$ cat src/rtl/cpw_pkg.sv
package cpw_pkg;

  localparam int DESC_WORDS = 4;
  localparam int W_CMD      = 0;
  localparam int W_SRC      = 1;
  localparam int W_DST      = 2;
  localparam int W_LEN      = 3;

  localparam int LAST_BIT   = 31;
  localparam int FR_BIT     = 22;
  localparam int MODE_LO    = 0;
  localparam int MODE_HI    = 1;
  localparam int DRCI_LO    = 7;
  localparam int DRCI_HI    = 10;
  localparam int SRCI_LO    = 3;
  localparam int SRCI_HI    = 6;

  localparam logic [1:0] MODE_SINGLE = 2'd0;

  typedef enum logic [2:0] {
    S_IDLE,
    S_PTR_REQ,
    S_PTR_WAIT,
    S_DSC_REQ,
    S_DSC_WAIT,
    S_ISSUE,
    S_XFER_WAIT
  } walk_st_t;

endpackage

$ cat src/rtl/cpw_rst_sync.sv
module cpw_rst_sync #(
  parameter int STAGES = 2
) (
  input  logic clk,
  input  logic rst_n,
  output logic rst_n_sync
);

  logic [STAGES-1:0] sync_q;

  always_ff @(posedge clk or negedge rst_n) begin
    if (!rst_n) sync_q <= '0;
    else        sync_q <= {sync_q[STAGES-2:0], 1'b1};
  end

  assign rst_n_sync = sync_q[STAGES-1];

endmodule

$ cat src/rtl/cpw_addr_gen.sv
module cpw_addr_gen #(
  parameter int AW    = 32,
  parameter int DW    = 32,
  parameter int SHIFT = 3,
  parameter int WORDS = 4,
  localparam int FW   = AW - SHIFT,
  localparam int IW   = $clog2(WORDS)
) (
  input  logic          clk,
  input  logic          rst_n,
  input  logic          load_list,
  input  logic [FW-1:0] list_field,
  input  logic          load_array,
  input  logic [FW-1:0] array_field,
  input  logic          ptr_step,
  input  logic          word_step,
  input  logic          desc_step,
  input  logic          sel_ptr,
  output logic [AW-1:0] rd_addr,
  output logic [IW-1:0] word_idx
);

  localparam int BSH       = $clog2(DW / 8);
  localparam int WORD_STEP = DW / 8;
  localparam int DESC_STEP = WORDS * WORD_STEP;

  logic [AW-1:0] list_q, list_d;
  logic [AW-1:0] desc_q, desc_d;
  logic [IW-1:0] idx_q, idx_d;
  logic          list_en, desc_en, idx_en;

  always_comb begin
    list_en = load_list | ptr_step;
    list_d  = load_list ? {list_field, {SHIFT{1'b0}}} : list_q + AW'(WORD_STEP);
    desc_en = load_array | desc_step;
    desc_d  = load_array ? {array_field, {SHIFT{1'b0}}} : desc_q + AW'(DESC_STEP);
    idx_en  = load_array | desc_step | word_step;
    idx_d   = word_step ? idx_q + 1'b1 : '0;
  end

  always_ff @(posedge clk or negedge rst_n) begin
    if (!rst_n) begin
      list_q <= '0;
      desc_q <= '0;
      idx_q  <= '0;
    end else begin
      if (list_en) list_q <= list_d;
      if (desc_en) desc_q <= desc_d;
      if (idx_en)  idx_q  <= idx_d;
    end
  end

  assign rd_addr  = sel_ptr ? list_q : desc_q + (AW'(idx_q) << BSH);
  assign word_idx = idx_q;

endmodule

$ cat src/rtl/cpw_desc_buf.sv
module cpw_desc_buf #(
  parameter int DW    = 32,
  parameter int WORDS = 4,
  localparam int IW   = $clog2(WORDS)
) (
  input  logic                       clk,
  input  logic                       rst_n,
  input  logic                       wr_en,
  input  logic [IW-1:0]              wr_idx,
  input  logic [DW-1:0]              wr_data,
  output logic [WORDS-1:0][DW-1:0]   words
);

  for (genvar g = 0; g < WORDS; g++) begin : g_word
    logic hit;
    assign hit = wr_en && (wr_idx == IW'(g));
    always_ff @(posedge clk or negedge rst_n) begin
      if (!rst_n)   words[g] <= '0;
      else if (hit) words[g] <= wr_data;
    end
  end

endmodule

$ cat src/rtl/cmd_ptr_walker.sv
module cmd_ptr_walker
  import cpw_pkg::*;
#(
  parameter int AW    = 32,
  parameter int DW    = 32,
  parameter int SHIFT = 3
) (
  input  logic          clk,
  input  logic          rst_n,
  input  logic          cmd_ptr_valid,
  input  logic [DW-1:0] cmd_ptr,
  output logic          cmd_ptr_ready,
  output logic          rd_req_valid,
  output logic [AW-1:0] rd_req_addr,
  input  logic          rd_req_ready,
  input  logic          rd_rsp_valid,
  input  logic [DW-1:0] rd_rsp_data,
  output logic          xfer_valid,
  input  logic          xfer_ready,
  output logic [DW-1:0] xfer_cmd,
  output logic [DW-1:0] xfer_src,
  output logic [DW-1:0] xfer_dst,
  output logic [DW-1:0] xfer_len,
  output logic [3:0]    xfer_src_rci,
  output logic [3:0]    xfer_dst_rci,
  input  logic          xfer_done,
  output logic          walk_done,
  output logic          walk_err,
  output logic          walk_user
);

  localparam int FW       = AW - SHIFT;
  localparam int IW       = $clog2(DESC_WORDS);
  localparam logic [IW-1:0] LAST_IDX = IW'(DESC_WORDS - 1);

  logic rst_n_i;

  cpw_rst_sync #(.STAGES(2)) u_rst (
    .clk        (clk),
    .rst_n      (rst_n),
    .rst_n_sync (rst_n_i)
  );

  walk_st_t st_q, st_d;
  logic     load_list, load_array, ptr_step, word_step, desc_step, cap_word;
  logic     done_d, err_d, user_d;
  logic     done_q, err_q, user_q;
  logic     last_ptr_q;
  logic [IW-1:0] word_idx;
  logic [DESC_WORDS-1:0][DW-1:0] words;
  logic [DW-1:0] cmd_w;

  cpw_addr_gen #(.AW(AW), .DW(DW), .SHIFT(SHIFT), .WORDS(DESC_WORDS)) u_addr (
    .clk         (clk),
    .rst_n       (rst_n_i),
    .load_list   (load_list),
    .list_field  (cmd_ptr[FW-1:0]),
    .load_array  (load_array),
    .array_field (rd_rsp_data[FW-1:0]),
    .ptr_step    (ptr_step),
    .word_step   (word_step),
    .desc_step   (desc_step),
    .sel_ptr     (st_q == S_PTR_REQ),
    .rd_addr     (rd_req_addr),
    .word_idx    (word_idx)
  );

  cpw_desc_buf #(.DW(DW), .WORDS(DESC_WORDS)) u_desc (
    .clk     (clk),
    .rst_n   (rst_n_i),
    .wr_en   (cap_word),
    .wr_idx  (word_idx),
    .wr_data (rd_rsp_data),
    .words   (words)
  );

  assign cmd_w = words[W_CMD];

  // next-state logic
  always_comb begin
    st_d       = st_q;
    load_list  = 1'b0;
    load_array = 1'b0;
    ptr_step   = 1'b0;
    word_step  = 1'b0;
    desc_step  = 1'b0;
    cap_word   = 1'b0;
    done_d     = 1'b0;
    err_d      = 1'b0;
    user_d     = 1'b0;
    unique case (st_q)
      S_IDLE: begin
        if (cmd_ptr_valid) begin
          load_list = 1'b1;
          st_d      = S_PTR_REQ;
        end
      end
      S_PTR_REQ: begin
        if (rd_req_ready) st_d = S_PTR_WAIT;
      end
      S_PTR_WAIT: begin
        if (rd_rsp_valid) begin
          load_array = 1'b1;
          ptr_step   = 1'b1;
          st_d       = S_DSC_REQ;
        end
      end
      S_DSC_REQ: begin
        if (rd_req_ready) st_d = S_DSC_WAIT;
      end
      S_DSC_WAIT: begin
        if (rd_rsp_valid) begin
          if ((word_idx == '0) && (rd_rsp_data[MODE_HI:MODE_LO] != MODE_SINGLE)) begin
            err_d = 1'b1;
            st_d  = S_IDLE;
          end else begin
            cap_word = 1'b1;
            if (word_idx == LAST_IDX) begin
              st_d = S_ISSUE;
            end else begin
              word_step = 1'b1;
              st_d      = S_DSC_REQ;
            end
          end
        end
      end
      S_ISSUE: begin
        if (xfer_ready) st_d = S_XFER_WAIT;
      end
      S_XFER_WAIT: begin
        if (xfer_done) begin
          user_d = cmd_w[FR_BIT];
          if (cmd_w[LAST_BIT]) begin
            if (last_ptr_q) begin
              done_d = 1'b1;
              st_d   = S_IDLE;
            end else begin
              st_d = S_PTR_REQ;
            end
          end else begin
            desc_step = 1'b1;
            st_d      = S_DSC_REQ;
          end
        end
      end
      default: st_d = S_IDLE;
    endcase
  end

  // registers
  always_ff @(posedge clk or negedge rst_n_i) begin
    if (!rst_n_i) begin
      st_q       <= S_IDLE;
      last_ptr_q <= 1'b0;
      done_q     <= 1'b0;
      err_q      <= 1'b0;
      user_q     <= 1'b0;
    end else begin
      st_q   <= st_d;
      done_q <= done_d;
      err_q  <= err_d;
      user_q <= user_d;
      if (load_array) last_ptr_q <= rd_rsp_data[LAST_BIT];
    end
  end

  assign cmd_ptr_ready = (st_q == S_IDLE);
  assign rd_req_valid  = (st_q == S_PTR_REQ) || (st_q == S_DSC_REQ);
  assign xfer_valid    = (st_q == S_ISSUE);
  assign xfer_cmd      = cmd_w;
  assign xfer_src      = words[W_SRC];
  assign xfer_dst      = words[W_DST];
  assign xfer_len      = words[W_LEN];
  assign xfer_dst_rci  = cmd_w[DRCI_HI:DRCI_LO];
  assign xfer_src_rci  = cmd_w[SRCI_HI:SRCI_LO];
  assign walk_done     = done_q;
  assign walk_err      = err_q;
  assign walk_user     = user_q;

  logic unused_bits;
  assign unused_bits = ^{cmd_ptr, rd_rsp_data};

endmodule

$ cat config.mk
export PLATFORM = sky130hd
export DESIGN_NAME = cmd_ptr_walker
export DESIGN_NICKNAME = d
export VERILOG_FILES = /design/src/rtl/cpw_pkg.sv /design/src/rtl/cpw_rst_sync.sv /design/src/rtl/cpw_addr_gen.sv /design/src/rtl/cpw_desc_buf.sv /design/src/rtl/cmd_ptr_walker.sv
export SDC_FILE = /design/constraint.sdc
export NUM_CORES = 1
export LEC_CHECK = 0
export BUFFER_PORTS_ARGS = -buffer_cell sky130_fd_sc_hd__buf_4
export CORE_ASPECT_RATIO = 2
export CORE_UTILIZATION = 54
export CTS_CLUSTER_DIAMETER = 60
export CTS_CLUSTER_SIZE = 14
export DETAILED_ROUTE_END_ITERATION = 12
export GPL_TIMING_DRIVEN = 0
export HOLD_SLACK_MARGIN = 0.05
export PLACE_DENSITY = 0.85
export SYNTH_ARGS = -nofsm -noshare
export SYNTH_HDL_FRONTEND = slang
export SYNTH_SLANG_ARGS = --single-unit
$ cat constraint.sdc
create_clock -name clk -period 7 [get_ports clk]
set_input_delay 1.05 -clock clk [delete_from_list [all_inputs] [get_ports clk]]
set_output_delay 1.05 -clock clk [all_outputs]
set_load 0.05 [all_outputs]
After elaboration in Yosys (flattened, before gate mapping)
Index checks and enable logic that the tools add are counted.

storage, ports and cells
  bits in registers = 203
  latch bits = 0
  bits in writable memories = 0
  ROM bits = 0
  bits of input ports = 71
  output and inout bits = 174
  logic and storage cells = 85
  memories kept = 0

operators by class
  $add $sub $neg = 4
  multipliers = 0
  divide/modulo/power cells = 0
  order comparisons = 0
  equality and inequality tests = 16
  shifts and indexed selects = 0
  multiplexer cells = 39
  bitwise gates (word level) = 3
  reduce and logical (&&, ||, !) cells = 10

operator list
  cell                   count
  $mux 32                3
  $add 32x3->32 const B  1
  $add 32x4->32          1
  $add 32x5->32 const B  1
  $mux 3                 10
  $mux 1                 24
  $pmux 3 s7             1
  $ne 2x2->1 const B     6
  $eq 3x3->1 const B     3
  $reduce_and 7->1       1
  $eq 3x2->1 const B     2
  $logic_and 1x1->1      5
  $eq 2x2->1 const B     2
  $eq 3x1->1 const B     1
  $logic_not 3->1        1
  $or 1x1->1             3
  $add 2x1->2 const B    1
  $eq 2x1->1 const B     1
  $logic_not 2->1        1
  $mux 2                 1
  $ne 2x1->1 const B     1
  $reduce_bool 2->1      1
  $logic_or 1x1->1       1

Longest topological paths before layout
Gate-level depths: netlist of run 1.

  depth in word-level cells = 6
  gate-level depth with buffers = 8
  mapped depth without buffers = 7

Hierarchy
A second synthesis of run 1 with hierarchy kept.

second synthesis, totals
  cell total of the unflattened synthesis = 891
  area total of the unflattened synthesis = 9740.6 µm²

by module, submodules not included
  module          times used  cells an instance  area each (µm²)  sequential area each (µm²)
  cpw_desc_buf    1           272                4744.6           3203.1
  cpw_addr_gen    1           554                4414.2           1526.5
  cmd_ptr_walker  1           62                 528.0            175.2
  cpw_rst_sync    1           3                  53.8             50.0

Worst setup path after synthesis of run 1
OpenSTA, ideal clock, no wires.

  path kind = reg-to-output
  from = register u_addr.desc_q[5]
  to = output port rd_req_addr[18]
  data arrival time = 2689 ps
  required time = 5950 ps
  setup slack = 3261 ps
  cell stages (with the launch flop) = 7
  buffers on the path = 0
  cells stage by stage = dfrtp_1 > ha_1 > nand3_2 > nor4_4 > nand2_1 > xnor2_1 > o21ai_0

between the ends
  longest elaborated chain between the ends = 2

ends and longest elaborated chain
  element                 line                  source
  from (decl)             cpw_addr_gen.sv:28    logic [AW-1:0] desc_q, desc_d;
  from (signal assigned)  cpw_addr_gen.sv:48    if (desc_en) desc_q <= desc_d;
  $add 32x4->32           cpw_addr_gen.sv:53    assign rd_addr = sel_ptr ? list_q : desc_q + (AW'(idx_q) << BSH);
  $mux 32                 cpw_addr_gen.sv:53
  to (decl)               cmd_ptr_walker.sv:14  output logic [AW-1:0] rd_req_addr,

No other way between the ends.

Final worst setup path of run 1
  from = register u_addr.desc_q[5]
  to = output port rd_req_addr[30]

The elaborated chain is that of the path after synthesis.

==> results of run 1 <==
==> cells in the mapped netlist (7+ instances only) <==
cell type,n
xnor2_1,14
nor3_1,13
o21ai_0,57
a21oi_1,10
inv_1,12
xor2_1,43
clkbuf_1,15
nand3_1,37
o211ai_1,12
ha_1,8
dfrtp_1,198
nor4_1,7
o21ai_1,12
buf_4,13
mux2_2,129
nor2_1,33
nand2_1,129
buf_2,28
and3_1,8
nand4_1,26
==> layer usage <==
metal  GRT usage, %  vias up  part of all wire (%)
li1               -     3636                     -
met1          34.36     3949                    35
met2          56.64      319                    54
met3          5.489      106                   4.8
met4          20.70        0                   6.4
met5              0        -                     0
==> stage by stage <==
step / instance area [um^2] / hold WS [ps] / setup TNS, ps / setup slack, ps
6_report: 12360 / 350.8 / 0 / 3004
5_1_grt: 12360 / 371.9 / 0 / 2801
4_1_cts: 12360 / 363.4 / 0 / 3043
3_5_place_dp: 11790 / 342.7 / 0 / 3517
3_3_place_gp: 11710 / 334.7 / -220820 / -1149
2_1_floorplan: 9649 / 331.2 / 0 / 1074
==> cells by family after synthesis <==
group / Yosys count
AO/OA/AOI/OAI: 121
XOR/XNOR: 57
adder cells (fa/ha/maj): 8
buffers and inverters: 73
flip-flops: 198
multiplexers: 132
other: 2
AND/OR/NAND/NOR: 291
==> layout make-up <==
type	instances	area (um^2)	share of cell area, %
clock inverters	12	110.1	0.8909
inverters	12	45.04	0.3644
repair buffers	242	1877	15.19
flip-flops and latches	198	4959	40.12
clock buffers	20	456.7	3.695
well taps	210	262.8	2.126
multi-input cells	612	4334	35.07
plain buffers	61	315.3	2.551
==> worst min path at each step <==
stage                         start                 to
CTS                           rst_n    u_rst.sync_q[1]
global placement    u_rst.sync_q[0]    u_rst.sync_q[1]
finish              u_rst.sync_q[1]  u_desc.words[121]
detailed placement  u_rst.sync_q[0]    u_rst.sync_q[1]
floorplan           u_rst.sync_q[0]    u_rst.sync_q[1]
global route                  rst_n    u_rst.sync_q[1]
==> critical path, cell delays in order, from the launching register on <==
cell and delay [ps]:
dfrtp_1 510, ha_1 310, nand3_2 190, nor4_4 630, nand4_1 230, xor2_1 190
o21ai_1 200, buf_4 240
==> power breakdown <==
group / leakage, nW / total, mW / switching, mW / internal (mW)
clock network: 0.280 / 0.959 / 0.470 / 0.489
registers: 2.64 / 1.68 / 0.277 / 1.40
logic: 3.12 / 2.25 / 1.53 / 0.721
total: 6.05 / 4.89 / 2.28 / 2.61
==> state kept, by name, indices dropped and copies added, names as in the netlist <==
signal	flops
u_desc.words	128
u_addr.list_q	30
u_addr.desc_q	29
st_q	3
u_addr.word_idx	2
u_rst.sync_q	2
last_ptr_q	1
walk_done	1
walk_err	1
walk_user	1
==> results_dict.tcl, run 1 <==
set metrics [dict create \
    run_status "finished clean" \
    fp.dieArea_um2 18430 \
    total_power_mw 4.891 \
    synth_top_family_by_area "simple AND/OR/NAND/NOR gates" \
    syn2layout_area_growth_pct 28.14 \
    track_usage_pct 32.20 \
    setup.worst_path.start "u_addr.desc_q[5]" \
    grt-ovfl-total 0 \
    rsz0062_at_grt "false" \
    netlist.area_leader.share_pct 51.37 \
    grt_max_degree 61 \
    powerDensity_nw_per_um2 395.8 \
    synth_edf_count 0 \
    drtPass1Iterations 5 \
    grt_pass1_vias 8209 \
    dp_hpwl_um 21650 \
    async_flop_share_pct 100.0 \
    drive_gt1_share_pct 40.02 \
    hold_buffers 0 \
    synthMuxAreaShare_pct 15.37 \
    place.gp.congestion 0.9860 \
    cp-start-kind "flip-flop" \
    cp-end-kind "primary output" \
    hold_viol 0 \
    grt_pass1_wl_um 43740 \
    min_path_type "flip-flop to asynchronous set/reset pin" \
    viasPerCell 5.860 \
    critPathMaxFanout 10 \
    diodes 0 \
    post-cts-setup-buffers 0 \
    cts_sinks 198 \
    antenna_found_initial 0 \
    synth_compound_area_share_pct 7.731 \
    finalWirelength_um 28480 \
    fp-row-count 68 \
    finalSetupViolCount 0 \
    reg2regPathDepth 8 \
    cts_max_path_buffers 2 \
    netlist-cell-type-count 61 \
    ir_drop_mv 0.2961 \
    max_slew_margin_pct 51.16 \
    dieWidth_um 96.51 \
    root_buffer "clkbuf_16" \
    synth_xor_area_share_pct 5.176 \
    drt_iter0_drc 657 \
    worstMarginPinSlew_ps 727.0 \
    numCtsBuffers 17 \
    skew_ps 11.90 \
    critPathKind "flip-flop to primary output" \
    yosysSeqAreaShare_pct 51.37 \
    num_vias 8010 \
    p_leak_nw 6.046 \
    synthSimpleGateAreaFrac_pct 15.50 \
    clk_pin_slew_worst_paths_ps 80 \
    initial_utilization_pct 55.57 \
    final_max_slew_viol_count 0 \
    fin_cells 1367 \
    die_h_um 191.0 \
    synth_cells 882 \
    utilization_pct 71.21 \
    core_region_area_um2 17360 \
    synth_fa_ha_area_share_pct 1.038 \
    post_cts_resized 0 \
    wire_per_inst_um 20.84 \
    finalCriticalPeriod_ps 3996 \
    antenna_left 0 \
    arrival_ps 2950 \
    fillers 1285 \
    dpl.cell_count 1335 \
    netlist_area_um2 9646 \
    crit_end "rd_req_addr[30]" \
    layout_common_cells "buf_4 (252), dfrtp_1 (197), nand2_1 (129), mux2_2 (129), o21ai_0 (57)" \
    ys_warn_count 0 \
    fin_crit_sh_pct 57.09 \
    htreeDepth 4 \
    reg2reg_to "u_desc.words[44]" \
    synth_area_leader_cell "dfrtp_1" \
    io_buffers 239 \
    reg2reg_slack_ps 4470 \
    clock_latency_ps 440 \
    remaining_drc_errors 0 \
    final_common_cell "buf_4" \
    ys.flop_type "dfrtp_1" \
    synth_area_per_cell_um2 10.94 \
    r2r_start "u_addr.word_idx[0]" \
    critical_path_required_ps 5950 \
    synthTopCellsByArea "dfrtp_1 (51%), mux2_2 (15%), nand2_1 (5.0%)" \
    io_pins 245 \
    drv_cap 0 \
    cts_tree "yes" \
    layout.nets 1223 \
    timing.fmax_ghz 0.2502 \
    ys_ff_latch 198 \
]
Power figures use the tool's default switching activity.
==> run 2: changes to the inputs <==
--- a/config.mk
+++ b/config.mk
@@ -7,13 +7,13 @@
 export LEC_CHECK = 0
 export BUFFER_PORTS_ARGS = -buffer_cell sky130_fd_sc_hd__buf_4
 export CORE_ASPECT_RATIO = 2
-export CORE_UTILIZATION = 54
+export CORE_UTILIZATION = 48
 export CTS_CLUSTER_DIAMETER = 60
 export CTS_CLUSTER_SIZE = 14
 export DETAILED_ROUTE_END_ITERATION = 12
 export GPL_TIMING_DRIVEN = 0
 export HOLD_SLACK_MARGIN = 0.05
-export PLACE_DENSITY = 0.85
+export PLACE_DENSITY = 0.8
 export SYNTH_ARGS = -nofsm -noshare
 export SYNTH_HDL_FRONTEND = slang
 export SYNTH_SLANG_ARGS = --single-unit
==> constraint.sdc (replaced) <==
create_clock -name clk -period 3.2 [get_ports clk]
set_input_delay 0.48 -clock clk [delete_from_list [all_inputs] [get_ports clk]]
set_output_delay 0.48 -clock clk [all_outputs]
set_load 0.05 [all_outputs]
==> run 2 against run 1 <==
Net effect:
- clock-buffer cell count down 3
- total power up 120%
- clock power up 140%
- sequential share of layout area down 0.73 points
- worst hold slack worse by 150 ps
- design area up 1.9%
- critical path depth unchanged
- global-route usage down 3.2 points
- combinational power up 120%
- register-to-register slack worse by 3800 ps
- non-clock buffer count up 6
- critical path type unchanged
- largest cell class unchanged
- highest routed layer unchanged
==> results_dict.tcl, run 2 (synthesis gave the netlist of run 1 again) <==
set metrics [dict create \
    run_status "finished clean" \
    max_stage_delay_ps 440 \
    reg_top3 "u_desc.words (128), u_addr.list_q (30), u_addr.desc_q (29)" \
    drtPass1Iterations 5 \
    layout_common_cells "buf_4 (257), dfrtp_1 (196), nand2_1 (129), mux2_2 (129), o21ai_0 (57)" \
    timing.setup.tns_ps 0 \
    cp_num_buf_inv 1 \
    worstMarginPinSlew_ps 706.0 \
    dieWidth_um 102.2 \
    reg2regPathDepth 8 \
    crit_path_cell_trace "ha_1, nand4_1, nor3_2, nand4_1, xor2_1, o21ai_0, buf_4" \
    viasPerCell 5.590 \
    cp-start-kind "flip-flop" \
    hold_viol 0 \
    max_slew_margin_pct 52.57 \
    cpLargestDelayFamily "simple AND/OR/NAND/NOR gates" \
    r2r_start "u_addr.word_idx[0]" \
    num_vias 7966 \
    total_power_mw 10.94 \
    htreeDepth 4 \
    finalSetupViolCount 0 \
    p_int_mw 5.875 \
    ir_drop_mv 0.5638 \
    final_common_cell "buf_4" \
    p_leak_nw 6.123 \
    wire_per_inst_um 19.97 \
    critPathMaxFanout 5 \
    largest_reg_flops 128 \
    post-place-ws_ps 198.1 \
    layout.nets 1229 \
    reg2reg_slack_ps 620 \
    io_pins 245 \
    diodes 0 \
    antenna_left 0 \
    cts_sinks 198 \
    critical_path_required_ps 2720 \
    die_h_um 202.5 \
    powerDensity_nw_per_um2 868.6 \
    finalCriticalPeriod_ps 3082 \
    fin_crit_sh_pct 96.30 \
    fp.dieArea_um2 20700 \
    skew_ps 14.67 \
    io_buffers 239 \
    p_seq_share_pct 33.5 \
    switching_share_pct 46.29 \
    drive_gt1_share_pct 41.10 \
    cts_tree "yes" \
    arrival_ps 2600 \
    remaining_drc_errors 0 \
    track_usage_pct 28.97 \
    min_path_type "flip-flop to asynchronous set/reset pin" \
    reg2reg_to "u_desc.words[50]" \
    critPathMostFrequentCell "nand4_1" \
    cp-end-kind "primary output" \
    syn2layout_area_growth_pct 30.55 \
    p_sw_mw 5.063 \
    dp_hpwl_um 21610 \
    cts_max_path_buffers 2 \
    finalWirelength_um 28460 \
    clk_pin_slew_worst_paths_ps 80 \
    grt_pass1_vias 8227 \
    timing.fmax_ghz 0.3245 \
    critPathKind "flip-flop to primary output" \
    antenna_found_initial 0 \
    grt-ovfl-total 0 \
    final_max_slew_viol_count 0 \
    critPathSlowestCell "dfrtp_1" \
    grt_pass1_wl_um 44240 \
    numCtsBuffers 17 \
    initial_utilization_pct 48.66 \
    core_region_area_um2 19820 \
    drt_iter0_drc 470 \
    rsz0062_at_grt "false" \
    clock_latency_ps 450 \
    fin_ws_ps 118.5 \
    root_buffer "clkbuf_16" \
    drv_cap 0 \
    grt_max_degree 66 \
    place.gp.congestion 0.9221 \
    top_register "u_desc.words" \
    fp-row-count 73 \
    p_clk_share_pct 21.3 \
    combPwrFrac_pct 45.2 \
]
==> run 2: metal layers <==
layer / GRT usage [%] / share of wire (%) / up-vias
met3: 4.854 / 4.5 / 105
met5: 0 / 0 / -
met4: 19.64 / 6.8 / 0
met2: 51.05 / 54 / 295
met1: 30.70 / 35 / 3905
li1: - / - / 3661
==> run 2: worst register-to-register path: stages (launching register included) <==
cell	delay, ps
dfrtp_1	450
inv_1	160
ha_1	190
o21ai_0	170
and3_1	260
and2_1	200
nand2_1	280
buf_2	380
mux2_2	390
==> run 2: what timing repair did <==
action	in CTS	in global routing
setup endpoints to repair	18	12
pin swaps	1	1
cloned	0	0
hold endpoints to repair	2	0
hold buffers	1	0
setup buffers	3	2
gates resized for setup	4	6
==> run 2: stage by stage <==
step / cells / hold slack, ps / utilization, % / cell area, um^2
after global placement: 1384 / 262.8 / 59.41 / 11780
after CTS: 1423 / 208.7 / 63.37 / 12560
final: 1425 / 201.2 / 63.53 / 12590
after floorplan: 883 / 184.4 / - / 9653
after global routing: 1425 / 222.7 / 63.53 / 12590
after detailed placement: 1387 / 199.7 / 59.83 / 11860
==> run 2: how the worst max path moves through the flow <==
| stage | from | endpoint | slack [ps] | cells after the start |
|---|---|---|---|---|
| 3_5_place_dp | u_addr.desc_q[5] | rd_req_addr[30] | 200 | 7 |
| 2_1_floorplan | u_addr.desc_q[5] | rd_req_addr[18] | 30 | 6 |
| 4_1_cts | u_addr.desc_q[5] | rd_req_addr[16] | 50 | 7 |
| 5_1_grt | st_q[0] | rd_req_addr[27] | 10 | 8 |
| 6_report | u_addr.word_idx[1] | rd_req_addr[29] | 120 | 7 |
| 3_3_place_gp | u_addr.desc_q[5] | rd_req_addr[30] | 220 | 7 |
==> run 2: layout make-up <==
class                      count  area (um^2)
buffer                        61        319.1
clock buffer                  17        425.4
clock inverter                15        231.5
fill                        1602         7228
inverter                      12        45.04
multi-input combinational    612         4359
sequential                   198         4960
tap                          262        327.8
timing repair buffer         248         1924
==> run 2: power by group through the flow <==
stage	Sequential, mW	Combinational (mW)	Clock [mW]
detailed placement	3.68	4.93	0
floorplan	4.27	2.74	0
global route	3.73	5.24	2.44
global placement	3.69	4.79	0
CTS	3.64	4.94	2.36
finish	3.66	4.95	2.33
==> run 3: changes to the inputs <==
--- a/config.mk
+++ b/config.mk
@@ -14,6 +14,7 @@
 export GPL_TIMING_DRIVEN = 0
 export HOLD_SLACK_MARGIN = 0.05
 export PLACE_DENSITY = 0.8
+export RECOVER_POWER = 100
 export SYNTH_ARGS = -nofsm -noshare
 export SYNTH_HDL_FRONTEND = slang
 export SYNTH_SLANG_ARGS = --single-unit
==> run 3 against run 2 <==
Net effect:
- register-to-register slack worse by 310 ps
- global-route usage stayed put
- critical path type unchanged
- sequential cell count stayed put
- clock skew hardly changed
- critical endpoint unchanged
- clock-buffer cell count stayed put
- clock power hardly changed
- non-clock buffer count stayed put
- final cell count stayed put
==> results_dict.tcl, run 3 (synthesis gave the netlist of run 1 again) <==
set metrics [dict create \
    htreeDepth 4 \
    track_usage_pct 28.97 \
    largest_reg_flops 128 \
    post-place-ws_ps 198.1 \
    max_stage_delay_ps 440 \
    run_status "finished clean" \
    p_leak_nw 5.450 \
    min_path_type "input pin to flip-flop" \
    drv_cap 0 \
    io_buffers 239 \
    place.gp.congestion 0.9221 \
    ir_drop_mv 0.5300 \
    die_h_um 202.5 \
    remaining_drc_errors 0 \
    cpLargestDelayFamily "simple AND/OR/NAND/NOR gates" \
    numCtsBuffers 17 \
    num_vias 7932 \
    finalSetupViolCount 0 \
    clock_latency_ps 450 \
    drtPass1Iterations 5 \
    timing.setup.tns_ps 0 \
    use_met1_pct 30.70 \
    crit_path_cell_trace "ha_1, nand4_1, nor3_2, nand4_1, xor2_1, o21ai_0, clkbuf_4" \
    drt_iter0_drc 490 \
    skew_ps 15.08 \
    clk_pin_slew_worst_paths_ps 80 \
    diodes 0 \
    hold_start "cmd_ptr[21]" \
    fin_cells 1425 \
    max_slew_margin_pct 1.565 \
    root_buffer "clkbuf_16" \
    syn2layout_area_growth_pct 23.53 \
    antenna_left 0 \
    grt_pass1_vias 8227 \
    cts_sinks 198 \
    critical_path_required_ps 2720 \
    critPathKind "flip-flop to primary output" \
    critPathMaxFanout 5 \
    critPathMostFrequentCell "nand4_1" \
    layout_common_cells "dfrtp_1 (197), clkbuf_1 (176), nand2_1 (129), mux2_2 (129), buf_4 (90)" \
    wire_per_inst_um 19.89 \
    utilization_pct 60.12 \
    cp-start-kind "flip-flop" \
    cp_num_buf_inv 1 \
    core_region_area_um2 19820 \
    finalCriticalPeriod_ps 3120 \
    fin_ws_ps 80.38 \
    grt_busiest_layer "met2" \
    critPathSlowestCell "dfrtp_1" \
    dieWidth_um 102.2 \
    grt_pass1_wl_um 44240 \
    io_pins 245 \
    fp.dieArea_um2 20700 \
    fp-row-count 73 \
    grt_max_degree 66 \
    reg2regPathDepth 8 \
    layout.nets 1229 \
    cp-end-kind "primary output" \
    final_common_cell "dfrtp_1" \
    finalWirelength_um 28350 \
    total_power_mw 10.58 \
    rsz0062_at_grt "false" \
    viasPerCell 5.566 \
    final_max_slew_viol_count 0 \
    antenna_found_initial 0 \
    use_met2_pct 51.05 \
    cts_tree "yes" \
    cts_max_path_buffers 2 \
    powerDensity_nw_per_um2 888.4 \
    hold_viol 0 \
    worstMarginPinSlew_ps 1477 \
    reg2reg_to "u_desc.words[42]" \
    hold_depth 3 \
    drive_gt1_share_pct 26.74 \
    arrival_ps 2640 \
    use_met3_pct 4.854 \
    r2r_start "u_addr.word_idx[0]" \
    initial_utilization_pct 48.66 \
    reg_top3 "u_desc.words (128), u_addr.list_q (30), u_addr.desc_q (29)" \
    dp_hpwl_um 21610 \
    reg2reg_slack_ps 310 \
    timing.fmax_ghz 0.3206 \
    dpl.cell_count 1387 \
    top_register "u_desc.words" \
    grt-ovfl-total 0 \
    holdPathEnd "u_addr.list_q[24]" \
    fin_crit_sh_pct 97.49 \
]
-- run 3: changes by cell type in the layout (fill, tap and decap cells not counted), moves of 3 or more --
cell      delta
and2_0       +3
and2_1       -3
buf_2       -13
buf_4      -167
clkbuf_1   +163
clkbuf_2    +13
clkbuf_4     +7
o311ai_0     +4
o311ai_1     -4
-- run 3: worst reg2reg max path, cell delays in order, from the launching register on --
cell and delay (ps):
dfrtp_1 450, inv_1 170, ha_1 190, o21ai_0 170, and3_1 270, and2_0 220
nand2_1 310, clkbuf_1 600, mux2_2 420
-- run 3: layer usage --
metal | part of all wire [%] | up-vias | wire length, um
li1 | - | 3645 | -
met1 | 35 | 3881 | 9786
met2 | 54 | 305 | 15410
met3 | 4.7 | 101 | 1327
met4 | 6.5 | 0 | 1830
met5 | 0 | - | 0
-- run 3: worst max-delay path by stage --
stage                     cells past startpoint               start              end  slack [ps]
after global routing                          8             st_q[0]  rd_req_addr[30]          10
final                                         7  u_addr.word_idx[1]  rd_req_addr[29]          80
after global placement                        7    u_addr.desc_q[5]  rd_req_addr[30]         220
after detailed placement                      7    u_addr.desc_q[5]  rd_req_addr[30]         200
after floorplan                               6    u_addr.desc_q[5]  rd_req_addr[18]          30
after CTS                                     7    u_addr.desc_q[5]  rd_req_addr[16]          50
-- run 3: final cells by class --
class,instances,area (um^2)
Inverter,12,45.04
Multi-Input combinational cell,612,4327
Clock buffer,17,425.4
Fill cell,1783,7905
Clock inverter,15,231.5
Timing Repair Buffer,248,1311
Tap cell,262,327.8
Sequential cell,198,4956
Buffer,61,291.5
-- run 3: metrics by stage --
step	hold slack, ps	area [um^2]
after global routing	231.2	11920
after floorplan	184.4	9653
final	228.0	11920
after CTS	208.7	12560
after global placement	262.8	11780
after detailed placement	199.7	11860
-- run 3: power breakdown --
group	total [mW]	leakage (nW)	switching [mW]	internal, mW
Sequential	3.65	2.64	0.583	3.07
Combinational	4.61	2.49	3.34	1.26
Clock	2.32	0.316	1.11	1.22
Total	10.6	5.45	5.03	5.55
-- run 3: repair_timing --
item,CTS,global route
endpoints found under the hold margin,2,0
hold buffers,1,0
gates resized for setup,4,6
setup buffers,3,2
endpoints found under the setup margin,18,12
pin swaps,1,1
